**src/rtl/scl_div_pkg.sv**
```systemverilog
package scl_div_pkg;
    localparam int M_W    = 4;
    localparam int N_W    = 3;
    localparam int BAUD_W = M_W + N_W;

    // M occupies the upper bits, N the lower bits of the baud word
    typedef struct packed {
        logic [M_W-1:0] m;
        logic [N_W-1:0] n;
    } baud_t;

    typedef struct packed {
        baud_t baud;
    } top_state_t;
endpackage

```
**src/rtl/scl_pow2_prescale.sv**
```systemverilog
module scl_pow2_prescale #(
    parameter int N_W        = 3,
    parameter int EXP_OFFSET = 1,
    localparam int CNT_W     = (1 << N_W) - 1 + EXP_OFFSET
) (
    input  logic           clk_i,
    input  logic           rst_ni,
    input  logic           restart_i,
    input  logic [N_W-1:0] exp_i,
    output logic           en_o
);
    logic [CNT_W-1:0] cnt_d, cnt_q;
    logic [CNT_W-1:0] limit;
    logic             at_limit;

    always_comb begin
        // limit = 2^(exp+offset) - 1, built bit by bit
        for (int i = 0; i < CNT_W; i++) begin
            limit[i] = (i < (int'(exp_i) + EXP_OFFSET));
        end
        at_limit = (cnt_q == limit);
        if (restart_i) begin
            cnt_d = '0;
        end else if (at_limit) begin
            cnt_d = '0;
        end else begin
            cnt_d = cnt_q + 1'b1;
        end
    end

    always_ff @(posedge clk_i or negedge rst_ni) begin
        if (!rst_ni) cnt_q <= '0;
        else         cnt_q <= cnt_d;
    end

    assign en_o = at_limit;
endmodule

```
**src/rtl/scl_lin_divider.sv**
```systemverilog
module scl_lin_divider #(
    parameter int M_W = 4
) (
    input  logic           clk_i,
    input  logic           rst_ni,
    input  logic           restart_i,
    input  logic           step_i,
    input  logic [M_W-1:0] factor_i,
    output logic           tick_o
);
    logic [M_W-1:0] cnt_d, cnt_q;
    logic           at_last;

    always_comb begin
        at_last = (cnt_q == factor_i);
        cnt_d   = cnt_q;
        if (restart_i) begin
            cnt_d = '0;
        end else if (step_i) begin
            cnt_d = at_last ? '0 : cnt_q + 1'b1;
        end
    end

    always_ff @(posedge clk_i or negedge rst_ni) begin
        if (!rst_ni) cnt_q <= '0;
        else         cnt_q <= cnt_d;
    end

    assign tick_o = step_i & at_last;
endmodule

```
**src/rtl/scl_phase_gen.sv**
```systemverilog
module scl_phase_gen #(
    parameter int TICKS   = 10,
    localparam int PH_W   = $clog2(TICKS)
) (
    input  logic clk_i,
    input  logic rst_ni,
    input  logic restart_i,
    input  logic tick_i,
    output logic high_o
);
    logic [PH_W-1:0] ph_d, ph_q;

    always_comb begin
        ph_d = ph_q;
        if (restart_i) begin
            ph_d = '0;
        end else if (tick_i) begin
            ph_d = (ph_q == PH_W'(TICKS - 1)) ? '0 : ph_q + 1'b1;
        end
    end

    always_ff @(posedge clk_i or negedge rst_ni) begin
        if (!rst_ni) ph_q <= '0;
        else         ph_q <= ph_d;
    end

    assign high_o = (ph_q >= PH_W'(TICKS / 2));
endmodule

```
**src/rtl/scl_rate_div.sv**
```systemverilog
module scl_rate_div
    import scl_div_pkg::*;
#(
    parameter int          TICKS_PER_SCL = 10,
    parameter int          EXP_OFFSET    = 1,
    parameter logic [6:0]  RESET_BAUD    = 7'h44
) (
    input  logic              clk_i,
    input  logic              rst_ni,
    input  logic              baud_we_i,
    input  logic [BAUD_W-1:0] baud_wdata_i,
    output logic              tick_o,
    output logic              scl_high_o
);
    top_state_t state_d, state_q;
    logic       pre_en;

    always_comb begin
        state_d = state_q;
        if (baud_we_i) begin
            state_d.baud = baud_t'(baud_wdata_i);
        end
    end

    always_ff @(posedge clk_i or negedge rst_ni) begin
        if (!rst_ni) state_q <= top_state_t'(RESET_BAUD);
        else         state_q <= state_d;
    end

    scl_pow2_prescale #(
        .N_W        (N_W),
        .EXP_OFFSET (EXP_OFFSET)
    ) u_pre (
        .clk_i     (clk_i),
        .rst_ni    (rst_ni),
        .restart_i (baud_we_i),
        .exp_i     (state_q.baud.n),
        .en_o      (pre_en)
    );

    scl_lin_divider #(
        .M_W (M_W)
    ) u_lin (
        .clk_i     (clk_i),
        .rst_ni    (rst_ni),
        .restart_i (baud_we_i),
        .step_i    (pre_en),
        .factor_i  (state_q.baud.m),
        .tick_o    (tick_o)
    );

    scl_phase_gen #(
        .TICKS (TICKS_PER_SCL)
    ) u_phase (
        .clk_i     (clk_i),
        .rst_ni    (rst_ni),
        .restart_i (baud_we_i),
        .tick_i    (tick_o),
        .high_o    (scl_high_o)
    );
endmodule

```
**config.mk**
```make
export PLATFORM = sky130hd
export DESIGN_NAME = scl_rate_div
export DESIGN_NICKNAME = d
export VERILOG_FILES = /design/src/rtl/scl_div_pkg.sv /design/src/rtl/scl_pow2_prescale.sv /design/src/rtl/scl_lin_divider.sv /design/src/rtl/scl_phase_gen.sv /design/src/rtl/scl_rate_div.sv
export SDC_FILE = /design/constraint.sdc
export NUM_CORES = 1
export LEC_CHECK = 0
export ABC_AREA = 1
export BUFFER_PORTS_ARGS = -buffer_cell sky130_fd_sc_hd__buf_2
export CAP_MARGIN = 5
export CORE_MARGIN = 2
export CORE_UTILIZATION = 59
export DETAILED_ROUTE_END_ITERATION = 10
export GPL_TIMING_DRIVEN = 0
export PLACE_DENSITY = 0.85
export SLEW_MARGIN = 30
export SYNTH_ARGS = -nofsm -noshare
export SYNTH_HDL_FRONTEND = slang
export SYNTH_SLANG_ARGS = --single-unit
```
**constraint.sdc**
```tcl
create_clock -name clk_i -period 2.02 [get_ports clk_i]
set_input_delay 0.404 -clock clk_i [delete_from_list [all_inputs] [get_ports clk_i]]
set_output_delay 0.404 -clock clk_i [all_outputs]
set_load 0.005 [all_outputs]
```
==> metrics.txt, run 1 <==
worst-case clock buffer depth 2; PwrDens 546 nW/um2; final hold violations 0; vias 1520; R2R setup slack 110 ps; H-tree depth 1; VDD IR max 495 uV; layout cell share with drive strength beyond 1 0.346; fin crit share 1.13; routed wire length 3.97 mm; Clock Tree Root clkbuf_4; largest net degree at the start of global routing 24; Async SR Flop Fraction 1.00; CP arrival 1880 ps; number of flops mapped to enable cells by yosys 0; DRT Pass-1 Iters 4; Cell variety after synth 28; CTS tree yes; Congestion Overflow GR 0; final net count 255; clock skew 4.29 ps; total die area 2990 um2; core area 2450 um2; fin util 0.798; initial drt markers 40; FF-to-FF Start state_q[2]; Yosys reg bits 23; Synth top area share 0.347; Crit Path Class reg2out; initial antenna violation count 0; Fmax 437 MHz; TritonCTS buffer count 3; area occupied by multi-input gates 955 um2; peak fanout along the critical path 4; vias in the first global route 1337; Static Leak 0.997 nW; Most used DFF post-synth dfrtp_1; total of max-cap violations 0; post-synthesis sequential area ratio 0.381; failing checks setup timing; status complete, but fails checks; Slowest cell on crit path dfrtp_2; crit path time final 2290 ps; Routability Congestion 0.920; Yosys warnings 0; slew at the pin closest to its max-slew limit 515 ps; top cells by count, synth 60 x nand2_1, 27 x inv_1, 21 x dfrtp_1; # diodes 0; Post-Synthesis Cells 206; CTS Hold Bufs 0; Skew-Pair Late Insertion Delay 310 ps; clock slew at reported path FFs 120 ps; Req. time, crit path 1620 ps; Sequential Power Share 0.474; GRT Total Usage 0.282; endpoints failing setup 1; area delta synth->final 29.2%; initial core utilization 0.618; Synth area leaders dfrtp_1 35%, nand2_1 15%, inv_1 6.7%; die width 54.7 um; Port Buffers 11; first-pass GRT wire length 5.96 mm; Final WS setup -268 ps; Tightest Hold Check Type in2async; DRC Markers 0; Psw 0.362 mW; IO Pins 12; Slew Viols, Final 0; Fill cells 147; CP Launch Type register; synthesized area per cell 7.36 um2; Mapped Nets 220; via/cell ratio 5.63; depth of the most critical reg-to-reg path 13; sw frac 0.338; area leader, netlist dfrtp_1; Worst path max stage delay 470 ps; RSZ-0062 raised after global routing yes; P_int 0.708 mW; clk sinks 23; routed length per instance 14.7 um; Synth Cell Area 1520 um2; DRT antenna net count 0; Crit Reg-Reg Endpoint u_lin.cnt_q[3]; Seq. cell area 581 um2; DP Worst Slack -178 ps; Die H 54.7 um; Critical Path End Type output port; Gate power share 0.327; CP Launch Point state_q[1]; crit-path cells buf_6 -> ha_4 -> nand2_2 -> nand3_2 -> nand2_2 -> nor2_4 -> nand4_4 -> inv_4 -> buf_6; row cnt 18; DP HPWL 2.29 mm; Clock power frac 0.199; most numerous cell in the Yosys netlist nand2_1; Rel. slew slack 0.656
[flip-flops by register name (all words and copies together), names as in the netlist]
signal,count
u_pre.cnt_q,8
u_phase.ph_q,4
u_lin.cnt_q,4
state_q,7
[cells in the final DEF (no fill, tap or decap), types with 3 or more instances in the layout]
| cell | instances |
|---|---|
| buf_2 | 11 |
| nor2_4 | 4 |
| inv_1 | 25 |
| nand2_4 | 6 |
| xor2_1 | 9 |
| nand3_2 | 11 |
| nor3_1 | 6 |
| clkbuf_4 | 3 |
| o21ai_0 | 6 |
| dfrtp_1 | 19 |
| clkbuf_1 | 3 |
| nand4_1 | 4 |
| inv_2 | 3 |
| nand3_1 | 12 |
| nand2_2 | 11 |
| nor2_1 | 16 |
| buf_4 | 15 |
| buf_6 | 6 |
| nand2_1 | 48 |
[how the worst max path moves through the flow]
stage             end  slack (ps)  depth (start not counted)
6_report       tick_o        -270                          9
2_1_floorplan  tick_o         130                         10
3_3_place_gp   tick_o        -140                         10
3_5_place_dp   tick_o        -180                         11
5_1_grt        tick_o        -340                         10
4_1_cts        tick_o        -210                         10
[logic make-up after synthesis]
family	synth area share
simple gates	0.408
buf+inv	0.0908
fa+ha+maj	0.0330
flops	0.381
xor+xnor	0.0520
compound gates	0.0355
[routing by layer]
metal / part of all wire / vias up / global-route usage
met5: 0 / - / 0
met3: 0.048 / 11 / 0.0355
met2: 0.51 / 51 / 0.446
met1: 0.42 / 736 / 0.389
li1: - / 722 / -
met4: 0.023 / 0 / 0.117
[worst max-delay path: cells and delay by family, from the launching register on]
kind,cells,cell delay [ps]
buf+inv,3,300
flops,1,470
fa+ha+maj,1,290
simple gates,5,520
[power by group through the flow]
| stage | clock, mW | combinational (mW) | sequential (mW) |
|---|---|---|---|
| after floorplan | 0 | 0.149 | 0.507 |
| after CTS | 0.214 | 0.284 | 0.502 |
| after global routing | 0.236 | 0.378 | 0.509 |
| after global placement | 0 | 0.190 | 0.512 |
| after detailed placement | 0 | 0.196 | 0.513 |
| final | 0.212 | 0.350 | 0.507 |
[layout make-up]
cell class / instances / area share
Sequential cell: 23 / 0.296
Inverter: 30 / 0.0600
Buffer: 4 / 0.0121
Tap cell: 30 / 0.0192
Timing Repair Buffer: 30 / 0.112
Clock buffer: 4 / 0.0134
Multi-Input combinational cell: 149 / 0.487
[per-stage QoR]
| stage | TNS (ps) | power, mW | instance area, um2 | hold WS, ps | cells |
|---|---|---|---|---|---|
| 2_1_floorplan | 0 | 0.656 | 1520 | 108 | 206 |
| 3_3_place_gp | -140 | 0.702 | 1610 | 397 | 247 |
| 3_5_place_dp | -178 | 0.709 | 1610 | 397 | 247 |
| 4_1_cts | -208 | 1.00 | 1840 | 52.2 | 265 |
| 5_1_grt | -341 | 1.12 | 1960 | 74.6 | 270 |
| 6_report | -268 | 1.07 | 1960 | 45.3 | 270 |
[what timing repair did]
action / in CTS / in global routing
gates resized for setup: 21 / 24
setup buffers: 13 / 5
pin swaps: 12 / 15
gates cloned: 1 / 0
hold endpoints to repair: 0 / 0
setup endpoints to repair: 1 / 2
Note: power is estimated with default switching activity, not from simulation.
==> run 2, diff against run 1 <==
- SETUP_SLACK_MARGIN: default -> 0.5
- clock period: 2.02 -> 2.3 ns (I/O delays scaled with it)
==> metrics.txt, run 2 (synthesis results as in run 1) <==
Critical Path End Type output port (unchanged); RSZ-0062 raised after global routing yes (unchanged); # diodes 0 (unchanged); met2 wire len 2.16 mm (was 2.01 mm); crit path time final 2370 ps; Rel. slew slack 0.653 (was 0.656); Clock Tree Root clkbuf_4 (unchanged); GRT Total Usage 0.270 (was 0.282); area delta synth->final 38.0% (was 29.2%); largest net degree at the start of global routing 24 (unchanged); initial antenna violation count 0 (unchanged); row cnt 18 (unchanged); peak fanout along the critical path 5 (was 4); routed length per instance 15.0 um (was 14.7 um); Port Buffers 11 (unchanged); Largest register FFs 8 (unchanged); highest metal used met4 (unchanged); PwrDens 468 nW/um2 (was 546 nW/um2); R2R setup slack 20 ps (was 110 ps); core area 2450 um2 (unchanged); failing checks setup timing (unchanged); Tightest Hold Check Type in2async (unchanged); initial core utilization 0.618 (unchanged); Slew Viols, Final 0 (unchanged); H-tree depth 1 (unchanged); Metal-1 WL 1.57 mm (was 1.68 mm); Routability Congestion 0.815 (was 0.920); Hold WS 94.2 ps (was 45.3 ps); VDD IR max 428 uV (was 495 uV); Crit Path Class reg2out (unchanged); depth of the most critical reg-to-reg path 15 (was 13); Fmax 421 MHz; commonest non-fill, non-tap cells in the layout 50 x nand2_1, 24 x inv_1, 19 x dfrtp_1 (was 48 x nand2_1, 25 x inv_1, 19 x dfrtp_1); clock skew 1.81 ps (was 4.29 ps); Req. time, crit path 1840 ps (was 1620 ps); via/cell ratio 5.64 (was 5.63); clk sinks 23 (unchanged); routed wire length 4.12 mm (was 3.97 mm); vias 1550 (was 1520); Die H 54.7 um (unchanged); vias in the first global route 1432 (was 1337); Biggest register u_pre.cnt_q (unchanged); clock slew at reported path FFs 130 ps (was 120 ps); die width 54.7 um (unchanged); CP arrival 1910 ps (was 1880 ps); Final WS setup -73.5 ps (was -268 ps); met3 WL 228 um (was 191 um); final hold violations 0 (unchanged); first-pass GRT wire length 5.72 mm (was 5.96 mm); initial drt markers 64 (was 40); slew at the pin closest to its max-slew limit 520 ps (was 515 ps); Congestion Overflow GR 0 (unchanged); total of max-cap violations 0 (unchanged); Static Leak 1.04 nW (was 0.997 nW); most common cell after layout, fill and taps aside nand2_1 (unchanged); total die area 2990 um2 (unchanged); DRT Pass-1 Iters 4 (unchanged); DP Worst Slack 143 ps (was -178 ps); Skew-Pair Late Insertion Delay 320 ps (was 310 ps); endpoints failing setup 1 (unchanged); IO Pins 12 (unchanged); DP HPWL 2.27 mm (was 2.29 mm); worst-case clock buffer depth 2 (unchanged); CP Launch Type register (unchanged); status complete, but fails checks (unchanged); CTS tree yes (unchanged); biggest regs u_pre.cnt_q: 8 flops, state_q: 7 flops (unchanged); DRC Markers 0 (unchanged); FF-to-FF Start state_q[1] (was state_q[2]); fin crit share 1.03; final net count 260 (was 255); Crit Reg-Reg Endpoint u_phase.ph_q[0] (was u_lin.cnt_q[3]); layout cell share with drive strength beyond 1 0.384 (was 0.346); TritonCTS buffer count 3 (unchanged); DRT antenna net count 0 (unchanged)
## run 2: cell types whose count changed in the layout (fill, tap and decap cells not counted), sizes merged
cell | before | now
buf | 32 | 35
clkinv | 0 | 1
inv | 30 | 29
nand2 | 65 | 66
clkinvlp | 0 | 1
## run 2: cell type report
type,count,area [um2]
clock buffer,3,22.5
inverter,30,116
buffer,4,27.5
multi-input combinational,150,1000
timing repair buffer,34,299
fill,134,363
sequential,23,581
clock inverter,1,7.51
tap,30,37.5
## run 2: power breakdown
group / internal (mW) / switching [mW]
combinational: 0.153 / 0.186
sequential: 0.424 / 0.0205
clock: 0.0665 / 0.129
total: 0.644 / 0.335
## run 2: worst max-delay path by stage
stage / cells after the start / slack [ps] / endpoint / from
floorplan: 10 / 430 / tick_o / state_q[1]
global placement: 10 / 170 / tick_o / state_q[0]
detailed placement: 8 / 140 / tick_o / state_q[2]
CTS: 9 / -20 / tick_o / state_q[1]
global route: 9 / -200 / tick_o / state_q[1]
finish: 10 / -70 / tick_o / state_q[1]
## run 2: what timing repair did
item / in CTS / in global routing
setup buffers: 15 / 7
resized for setup: 20 / 24
setup endpoints to repair: 8 / 17
pin swaps: 18 / 12
hold buffers: 0 / 0
gates cloned: 0 / 2
## run 2: layer usage
layer	vias up	track usage
met1	728	0.299
met2	64	0.496
met3	20	0.0410
met5	-	0
met4	0	0.129
li1	738	-
## run 2: worst max-delay path: stages (launching register included)
cell,delay (ps)
dfrtp_2,490
buf_6,140
ha_4,230
inv_2,60
nand3_2,70
nand3_2,80
nand2_2,90
nor2_4,150
nand4_4,120
clkinv_2,70
buf_6,80
## run 2: stage by stage
step | total power, mW | instance area (um2) | setup TNS (ps) | util | cells
6_report | 0.979 | 2090 | -73.5 | 0.852 | 275
3_3_place_gp | 0.635 | 1660 | 0 | 0.675 | 247
5_1_grt | 1.03 | 2090 | -583 | 0.852 | 275
3_5_place_dp | 0.640 | 1660 | 0 | 0.675 | 247
4_1_cts | 0.903 | 1900 | -25.0 | 0.775 | 266
2_1_floorplan | 0.593 | 1570 | 0 | - | 206
==> run 3, diff against run 2 <==
- ABC_AREA: 1 -> default
- CORE_UTILIZATION: 59 -> 58
- PLACE_DENSITY: 0.85 -> 0.84
==> metrics.txt, run 3 <==
status complete, but fails checks (unchanged); failing checks setup timing (unchanged); Congestion Overflow GR 0 (unchanged); via/cell ratio 6.75 (was 5.64); Synth top area share 0.359 (was 0.347); design area 1920 um2 (was 2090 um2); final net count 197 (was 260); CP arrival 2270 ps (was 1910 ps); Rel. slew slack 0.537 (was 0.653); endpoints failing setup 17 (was 1); DRC Markers 0 (unchanged); Static Leak 0.848 nW (was 1.04 nW); initial drt markers 61 (was 64); Seq. cell area 581 um2 (unchanged); Post-Synthesis Cells 150 (was 206); Most used DFF post-synth dfrtp_1 (unchanged); Biggest register u_pre.cnt_q (unchanged); area occupied by multi-input gates 981 um2 (was 1000 um2); RSZ-0062 raised after global routing yes (unchanged); GRT Total Usage 0.270 (about the same); routed length per instance 19.8 um (was 15.0 um); worst-case clock buffer depth 2 (unchanged); FF-to-FF Start state_q[1] (unchanged); total of max-cap violations 0 (unchanged); Synth area leaders dfrtp_1 36%, xor2_1 6.6%, mux2_2 4.6% (was dfrtp_1 35%, nand2_1 15%, inv_1 6.7%); Req. time, crit path 1840 ps (about the same); most numerous cell in the Yosys netlist dfrtp_1 (was nand2_1); top cells by count, synth 21 x dfrtp_1, 11 x nor3_1, 11 x xor2_1 (was 60 x nand2_1, 27 x inv_1, 21 x dfrtp_1); DRT Pass-1 Iters 4 (unchanged); area leader, netlist dfrtp_1 (unchanged); Routability Congestion 0.855 (was 0.815); clk sinks 23 (unchanged); total die area 2940 um2 (was 2990 um2); Yosys warnings 0 (unchanged); first-pass GRT wire length 5.68 mm (was 5.72 mm); Fill cells 151 (was 134); H-tree depth 1 (unchanged); vias 1432 (was 1550); Skew-Pair Late Insertion Delay 330 ps (was 320 ps); Largest register FFs 8 (unchanged); Yosys reg bits 23 (unchanged); Post-Place Cells 190 (was 247); core area 2430 um2 (was 2450 um2); Critical Path End Type output port (unchanged); clock skew 4.78 ps (was 1.81 ps); Total Power 0.952 mW (was 0.979 mW); # diodes 0 (unchanged); commonest non-fill, non-tap cells in the layout 19 x dfrtp_1, 12 x buf_4, 12 x buf_6 (was 50 x nand2_1, 24 x inv_1, 19 x dfrtp_1); PwrDens 496 nW/um2 (was 468 nW/um2); TritonCTS buffer count 3 (unchanged); routed wire length 4.20 mm (was 4.12 mm); Tightest Hold Check Type in2async (unchanged); CP Launch Type register (unchanged); Hold WS 87.6 ps (was 94.2 ps); Port Buffers 10 (was 11); Fmax 366 MHz (was 421 MHz); Die H 54.2 um (was 54.7 um); most common cell after layout, fill and taps aside dfrtp_1 (was nand2_1); post-synthesis sequential area ratio 0.395 (was 0.381); final hold violations 0 (unchanged); Final WS setup -431 ps (was -73.5 ps); fin util 0.789 (was 0.852); DP HPWL 2.30 mm (was 2.27 mm); IO Pins 12 (unchanged); initial core utilization 0.602 (was 0.618); row cnt 18 (unchanged); number of flops mapped to enable cells by yosys 0 (unchanged); CTS tree yes (unchanged); Crit Path Class reg2out (unchanged); peak fanout along the critical path 4 (was 5); Synth Cell Area 1460 um2 (was 1520 um2); CTS Hold Bufs 0 (unchanged); Post-DP Area 1610 um2 (was 1660 um2); initial antenna violation count 0 (unchanged); slew at the pin closest to its max-slew limit 688 ps (was 520 ps); vias in the first global route 1269 (was 1432); Mapped Nets 164 (was 220); fin crit share 1.19 (was 1.03); DRT antenna net count 0 (unchanged); area delta synth->final 31.1% (was 38.0%); biggest regs u_pre.cnt_q: 8 flops, state_q: 7 flops (unchanged); CP Launch Point state_q[0] (was state_q[1]); Slew Viols, Final 0 (unchanged); die width 54.2 um (was 54.7 um); Post-Layout Cell Count 212 (was 275); VDD IR max 443 uV (was 428 uV); crit path time final 2730 ps (was 2370 ps); Async SR Flop Fraction 1.00 (unchanged); layout cell share with drive strength beyond 1 0.401 (was 0.384); Cell variety after synth 50 (was 28); Clock Tree Root clkbuf_4 (unchanged); largest net degree at the start of global routing 24 (unchanged); synthesized area per cell 9.76 um2 (was 7.36 um2); clock slew at reported path FFs 140 ps (was 130 ps)
==> run 3: final timing paths <==
path                                   endpoint  slack, ps  cells after the start
worst max register to register  u_phase.ph_q[2]       -300                     12
worst min-delay path            u_phase.ph_q[3]         90                      1
max in group asynchronous            state_q[0]       1830                      1
worst min register to register       state_q[3]        550                      1
min in group clk_i                   state_q[4]        350                      2
worst max-delay path                     tick_o       -430                      9
==> run 3: logic make-up after synthesis <==
| kind of cell | share of synthesized area |
|---|---|
| muxes | 0.0607 |
| adders and majority gates | 0.0342 |
| and+or+nand+nor | 0.241 |
| xor gates and xnor gates | 0.0838 |
| buffers and inverters | 0.0385 |
| DFF | 0.395 |
| AOI/OAI and AO/OA | 0.147 |
==> run 3: through the flow <==
stage | TNS (ps) | setup WS [ps]
final | -2230 | -431
after detailed placement | -467 | -160
after floorplan | 0 | 44.3
after global routing | -3140 | -483
after global placement | -140 | -72.5
after CTS | -1290 | -352
==> run 3: critical path: stages (launching register included) <==
cell and delay (ps):
dfrtp_2 450, buf_4 150, inv_1 120, ha_4 240
nor2b_2 160, o211ai_1 260, o22ai_2 140, and3_4 170
and3_4 150, buf_6 110
==> run 3: layer usage <==
metal / track usage / wire, um
met1: 0.340 / 1640
met2: 0.472 / 2130
met4: 0.113 / 140
met3: 0.0246 / 286
met5: 0 / 0
==> run 3: power breakdown <==
group          total, mW  internal (mW)  leakage (nW)  switching [mW]
Combinational      0.298          0.148         0.532           0.150
Clock              0.202         0.0653        0.0177           0.136
Sequential         0.452          0.426         0.299          0.0262
==> run 3: cell type report <==
type	count	share of cell area
plain buffers	8	0.0332
repair buffers	28	0.113
flip-flops and latches	23	0.302
multi-input cells	116	0.511
inverters	3	0.00587
clock inverters	1	0.00261
clock buffers	3	0.0117
well taps	30	0.0196
==> run 3: what timing repair did <==
action                                  4_1_cts  5_1_grt
buffers inserted                             16        1
endpoints found under the setup margin       17       17
cloned                                        1        0
gates resized for setup                      24       12
pin swaps                                    12       11
